===== src/rtl/irq_agg_pkg.sv =====
package irq_agg_pkg;
   localparam int ADDR_W = 2;
   localparam int MAX_BANKS = 3;

   typedef enum logic [ADDR_W-1:0] {
      REG_BANK0 = 2'd0,
      REG_BANK1 = 2'd1,
      REG_BANK2 = 2'd2,
      REG_AUX   = 2'd3
   } reg_addr_e;
endpackage


===== src/rtl/irq_sync.sv =====
module irq_sync #(
   parameter int W      = 8,
   parameter int STAGES = 2
) (
   input  logic         clk,
   input  logic         rst_n,
   input  logic [W-1:0] d_i,
   output logic [W-1:0] q_o
);
   initial begin
      if (STAGES < 2) $fatal(1, "irq_sync: STAGES must be at least 2");
      if (W < 1)      $fatal(1, "irq_sync: W must be positive");
   end

   logic [STAGES-1:0][W-1:0] chain_q;

   always_ff @(posedge clk or negedge rst_n) begin
      if (!rst_n) chain_q <= '0;
      else        chain_q <= {chain_q[STAGES-2:0], d_i};
   end

   assign q_o = chain_q[STAGES-1];
endmodule


===== src/rtl/irq_capture_bank.sv =====
module irq_capture_bank #(
   parameter int           W           = 8,
   parameter int           SYNC_STAGES = 2,
   parameter logic [W-1:0] LEVEL_MASK  = '0
) (
   input  logic         clk,
   input  logic         rst_n,
   input  logic [W-1:0] req_i,
   input  logic [W-1:0] en_i,
   input  logic         clr_i,
   output logic [W-1:0] status_o,
   output logic [W-1:0] pend_o,
   output logic [W-1:0] rise_o,
   output logic [W-1:0] lat_o
);
   logic [W-1:0] sync_w;

   irq_sync #(.W(W), .STAGES(SYNC_STAGES)) u_sync (
      .clk   (clk),
      .rst_n (rst_n),
      .d_i   (req_i),
      .q_o   (sync_w)
   );

   generate
      for (genvar b = 0; b < W; b++) begin : g_bit
         if (LEVEL_MASK[b]) begin : g_level
            // live level: status tracks the synchronized request
            assign status_o[b] = sync_w[b];
            assign rise_o[b]   = 1'b0;
            assign lat_o[b]    = 1'b0;
         end else begin : g_edge
            logic prev_q;
            logic lat_q;
            always_ff @(posedge clk or negedge rst_n) begin
               if (!rst_n) prev_q <= 1'b0;
               else        prev_q <= sync_w[b];
            end
            assign rise_o[b] = sync_w[b] & ~prev_q;
            // a fresh enabled edge takes priority over a clearing read
            always_ff @(posedge clk or negedge rst_n) begin
               if (!rst_n)                  lat_q <= 1'b0;
               else if (rise_o[b] & en_i[b]) lat_q <= 1'b1;
               else if (clr_i)               lat_q <= 1'b0;
            end
            assign status_o[b] = lat_q;
            assign lat_o[b]    = lat_q;
         end
      end
   endgenerate

   assign pend_o = status_o & en_i;
endmodule


===== src/rtl/irq_regif.sv =====
module irq_regif
   import irq_agg_pkg::*;
#(
   parameter int N_BANKS = 3,
   parameter int DATA_W  = 8,
   localparam int VEC_W  = N_BANKS * DATA_W
) (
   input  logic              clk,
   input  logic              rst_n,
   input  logic              rd_en,
   input  logic              wr_en,
   input  logic [ADDR_W-1:0] addr,
   input  logic [DATA_W-1:0] wr_data,
   input  logic [VEC_W-1:0]  status_i,
   output logic [VEC_W-1:0]  en_o,
   output logic [N_BANKS-1:0] clr_o,
   output logic [DATA_W-1:0] rd_data
);
   logic [DATA_W-1:0] view_q;
   logic [DATA_W-1:0] view_byte;

   generate
      for (genvar k = 0; k < N_BANKS; k++) begin : g_bank
         logic [DATA_W-1:0] en_q;
         always_ff @(posedge clk or negedge rst_n) begin
            if (!rst_n)                             en_q <= '0;
            else if (wr_en && addr == ADDR_W'(k))   en_q <= wr_data;
         end
         assign en_o[k*DATA_W +: DATA_W] = en_q;
         assign clr_o[k] = rd_en && (addr == ADDR_W'(k));
      end
   endgenerate

   always_ff @(posedge clk or negedge rst_n) begin
      if (!rst_n)                          view_q <= '0;
      else if (wr_en && addr == REG_AUX)   view_q <= wr_data;
   end

   always_comb begin
      view_byte = '0;
      for (int k = 0; k < N_BANKS; k++) begin
         if (view_q == DATA_W'(k)) view_byte = en_o[k*DATA_W +: DATA_W];
      end
   end

   always_comb begin
      rd_data = '0;
      if (addr == REG_AUX) begin
         rd_data = view_byte;
      end else begin
         for (int k = 0; k < N_BANKS; k++) begin
            if (addr == ADDR_W'(k)) rd_data = status_i[k*DATA_W +: DATA_W];
         end
      end
   end
endmodule


===== src/rtl/irq_cascade_agg.sv =====
module irq_cascade_agg
   import irq_agg_pkg::*;
#(
   parameter int   N_BANKS     = 3,
   parameter int   DATA_W      = 8,
   parameter int   SYNC_STAGES = 2,
   parameter logic [N_BANKS*DATA_W-1:0] LEVEL_MASK = 24'h00_0800,
   localparam int  N_SRC       = N_BANKS * DATA_W
) (
   input  logic              clk,
   input  logic              rst_n,
   input  logic [N_SRC-1:0]  src_i,
   input  logic              rd_en,
   input  logic              wr_en,
   input  logic [ADDR_W-1:0] addr,
   input  logic [DATA_W-1:0] wr_data,
   output logic [DATA_W-1:0] rd_data,
   output logic              irq_o
);
   initial begin
      if (N_BANKS < 1 || N_BANKS > MAX_BANKS)
         $fatal(1, "irq_cascade_agg: N_BANKS out of range");
      if (DATA_W != 8)
         $fatal(1, "irq_cascade_agg: bus is byte wide");
   end

   logic [N_SRC-1:0]   en_vec;
   logic [N_SRC-1:0]   status_vec;
   logic [N_SRC-1:0]   pend_vec;
   logic [N_SRC-1:0]   rise_vec;
   logic [N_SRC-1:0]   edge_lat_vec;
   logic [N_BANKS-1:0] clr_vec;
   logic               irq_q;

   irq_regif #(.N_BANKS(N_BANKS), .DATA_W(DATA_W)) u_regif (
      .clk      (clk),
      .rst_n    (rst_n),
      .rd_en    (rd_en),
      .wr_en    (wr_en),
      .addr     (addr),
      .wr_data  (wr_data),
      .status_i (status_vec),
      .en_o     (en_vec),
      .clr_o    (clr_vec),
      .rd_data  (rd_data)
   );

   generate
      for (genvar k = 0; k < N_BANKS; k++) begin : g_cap
         irq_capture_bank #(
            .W           (DATA_W),
            .SYNC_STAGES (SYNC_STAGES),
            .LEVEL_MASK  (LEVEL_MASK[k*DATA_W +: DATA_W])
         ) u_bank (
            .clk      (clk),
            .rst_n    (rst_n),
            .req_i    (src_i[k*DATA_W +: DATA_W]),
            .en_i     (en_vec[k*DATA_W +: DATA_W]),
            .clr_i    (clr_vec[k]),
            .status_o (status_vec[k*DATA_W +: DATA_W]),
            .pend_o   (pend_vec[k*DATA_W +: DATA_W]),
            .rise_o   (rise_vec[k*DATA_W +: DATA_W]),
            .lat_o    (edge_lat_vec[k*DATA_W +: DATA_W])
         );
      end
   endgenerate

   always_ff @(posedge clk or negedge rst_n) begin
      if (!rst_n) irq_q <= 1'b0;
      else        irq_q <= |pend_vec;
   end

   assign irq_o = irq_q;
endmodule


===== config.mk =====
export PLATFORM = sky130hd
export DESIGN_NAME = irq_cascade_agg
export DESIGN_NICKNAME = d
export VERILOG_FILES = /design/src/rtl/irq_agg_pkg.sv /design/src/rtl/irq_sync.sv /design/src/rtl/irq_capture_bank.sv /design/src/rtl/irq_regif.sv /design/src/rtl/irq_cascade_agg.sv
export SDC_FILE = /design/constraint.sdc
export NUM_CORES = 1
export LEC_CHECK = 0
export ABC_AREA = 0
export BUFFER_PORTS_ARGS = -buffer_cell sky130_fd_sc_hd__buf_2
export CAP_MARGIN = 20
export CORE_MARGIN = 8
export CORE_UTILIZATION = 30
export DETAILED_ROUTE_END_ITERATION = 12
export HOLD_SLACK_MARGIN = 0.05
export PLACE_DENSITY_LB_ADDON = 0.3
export SKIP_LAST_GASP = 1
export SLEW_MARGIN = 20
export SYNTH_ARGS = -nofsm -noshare
export SYNTH_HDL_FRONTEND = slang
export SYNTH_SLANG_ARGS = --single-unit

===== constraint.sdc =====
create_clock -name clk -period 1.8 [get_ports clk]
set_input_delay 0.36 -clock clk [delete_from_list [all_inputs] [get_ports clk]]
set_output_delay 0.36 -clock clk [all_outputs]
set_load 0.03 [all_outputs]

==> run metrics <==
outcome=finished with violations; failing checks=negative setup slack; Clock Tree Root=clkbuf_16; area share of the largest cell type after synthesis=70.48%; DRT Wirelength=10330 um; Tmin final=2.244 ns; R2R setup slack=0.46 ns; Least-Margin Pin Slew=0.4701 ns; Synth cell types=27; fin cells=594; max-slew violations=0; R2R Path Start=u_regif.g_bank[0].en_q[6]$_DFFE_PN0P_; Final Cycle Share=124.6%; post-CTS setup buffers=0; final setup violation count=8; cts bufs inserted=17; CP required=1.44 ns; xor-xnor portion of the synthesized cell area=0%; syn_area_per_cell=15.34 um^2; Setup Skew=0.008006 ns; GRT overflow=0; met2 GRT Util=17.30%; RR Endpoint=irq_o$_DFF_PN0_; pin count of the biggest net entering global routing=33; Final nets=432; Rel. slew slack=68.56%; top-count cell post-synth=dfrtp_1; Synth Area in Adders=0%; multiplexer area fraction after synthesis=9.767%; most used routing layer=met2; Pwr Total=8.573 mW; Synth Area in Compound Gates=11.29%; largest family of logic cells by synthesized area=compound AO/OA/AOI/OAI gates; warnings from Yosys=0; share of the yosys chip area belonging to registers=70.48%; crit path max fanout=4; initial antenna violation count=1; RSZ-0062 raised after global routing=true; initial DRC count=136; Crit Path Class=flop to output pin; post-route worst setup slack=-0.4435 ns; FMAX=445.7 MHz; Starting Density=30.22%; clock tree buffer depth=2; Seq cells post-synth=127; Synth-to-Final Area Change=38.65%; IO Pins=47; critical path launch point=u_regif.view_q[2]$_DFFE_PN0P_; Inst Count DP=538; number of routed nets with antenna violations=0; hold_ws=0.2647 ns; # port buffers=46; Via-to-Cell Ratio=4.704; Final Hold Fails=0; source of the worst hold timing path=wr_data[5]; vias in the first global route=3130; register cell area after layout=3178 um^2; GR Util met1=14.88%; vias after detailed routing=2794; Async SR Flop Fraction=100.0%; top post-synthesis cells by area=dfrtp_1 (70%), mux2_2 (8.0%), a32o_1 (4.4%); 1st-pass router iterations=4; met3 track demand over resource=4.452%; Post-Synth Simple-Gate Area=5.133%; Arr. time, crit path=1.88 ns; number of synthesized flops with an enable pin=0; most frequent cells after synthesis=dfrtp_1 (127), mux2_2 (32), a32o_1 (20), inv_1 (20); CTS clock-pin slew for the worst setup and hold paths=0.06 ns; first-pass GRT wire length=17340 um; Clk Latency, worst-skew pair=0.41 ns; Leak=2.780 nW; RePlAce Congestion=0.8092; Mapped Area=4509 um^2; # H-tree levels=4; Syn Nets=332; n_diodes=0; Chip Height=138.6 um; hold depth=2; CTS tree=done; core area=14920 um^2; DIE WIDTH=138.6 um; prevailing post-synth register cell=dfrtp_1; Syn Inst Count=294; area of the multi-input gates=1355 um^2; power per cell area=1371 nW/um^2; DRC Markers=0; critical path launch point type=flop; biggest area consumer among synthesized cells=dfrtp_1; Hold Path Sink=u_regif.g_bank[1].en_q[5]$_DFFE_PN0P_; routed len/inst=17.40 um; HP Class=input pin to flop; total track usage=11.55%; Worst Reg2Reg Path Length in Cells=3; CTS sink count=127; # rows=45; HPWL after detailed placement=7236 um; Layout fillers=1348; layout cells sized above 1=37.44%; Die ar.=19210 um^2; max_cap viols=0; Peak VDD IR=683.0 uV; CP Capture Type=output pin
-- power by group --
part           switching (mW)  internal (mW)
clock                    1.26           2.64
combinational           0.539          0.607
sequential              0.328           3.21
-- kinds of logic (layout without fill, tap and decap cells) --
family | after synthesis | in the layout
compound gates | 59 | 59
buf+inv | 30 | 142
flops | 127 | 127
mux | 40 | 40
simple gates | 38 | 38
-- flip-flops by register name (all words and copies together) (netlist names) --
| name | cells |
|---|---|
| u_regif.g_bank.en_q | 24 |
| g_cap.u_bank.u_sync.q_o | 24 |
| irq_o | 1 |
| u_regif.view_q | 8 |
| g_cap.u_bank.g_bit.g_edge.lat_q | 23 |
| g_cap.u_bank.g_bit.g_edge.prev_q | 23 |
| g_cap.u_bank.u_sync.chain_q | 24 |
-- what timing repair did --
item	CTS	global route
hold buffers	24	1
pin swaps	9	4
endpoints found under the hold margin	48	1
gates resized for setup	45	0
setup endpoints to repair	8	8
-- layout by cell type (no fill, tap or decap), types with 3 or more instances in the layout --
master / instances
bufinv_16: 6
nor2_1: 8
nor2_4: 8
dlygate4sd3_1: 25
inv_1: 20
buf_4: 14
buf_2: 37
clkinv_4: 3
dfrtp_1: 127
mux2i_1: 8
nand4_1: 3
buf_6: 12
buf_12: 3
nand2_1: 7
a22oi_1: 12
a2bb2oi_1: 16
o31ai_4: 8
a32o_1: 20
clkbuf_16: 17
mux2_2: 32
-- critical path: stages, from the launching register on --
cell,delay (ns)
dfrtp_1,0.40
or4b_4,0.55
buf_6,0.16
nor2_4,0.10
o31ai_4,0.10
buf_6,0.16
-- area by class of cell --
cell class / instances / area share [%]
Clock buffer: 18 / 7.024
Sequential cell: 127 / 50.83
Timing Repair Buffer: 91 / 11.77
Inverter: 20 / 1.201
Clock inverter: 13 / 3.742
Multi-Input combinational cell: 137 / 21.67
Tap cell: 188 / 3.762
-- worst max-delay path by stage --
stage / end / slack, ns
6_report: rd_data[6] / -0.44
5_1_grt: rd_data[4] / -0.57
4_1_cts: rd_data[4] / -0.48
3_5_place_dp: rd_data[4] / -0.15
3_3_place_gp: rd_data[0] / -0.12
2_1_floorplan: rd_data[0] / -0.10
-- stage by stage --
stage | cell area [um^2] | TNS, ns | setup slack (ns) | util, %
final | 6252 | -3.384 | -0.4435 | 41.90
after detailed placement | 5130 | -0.8261 | -0.1485 | 34.38
after global routing | 6252 | -4.269 | -0.5693 | 41.90
after floorplan | 4549 | -0.7881 | -0.1016 | -
after CTS | 6242 | -3.618 | -0.4815 | 41.84
after global placement | 5130 | -0.7353 | -0.1229 | 34.38
-- per-layer routing --
layer | routed length (um) | part of all wire, %
met1 | 4891 | 47
met2 | 4805 | 46
met3 | 488 | 4.7
met4 | 136 | 1.3
met5 | 11 | 0.11
Note: power is estimated with default switching activity, not from simulation.
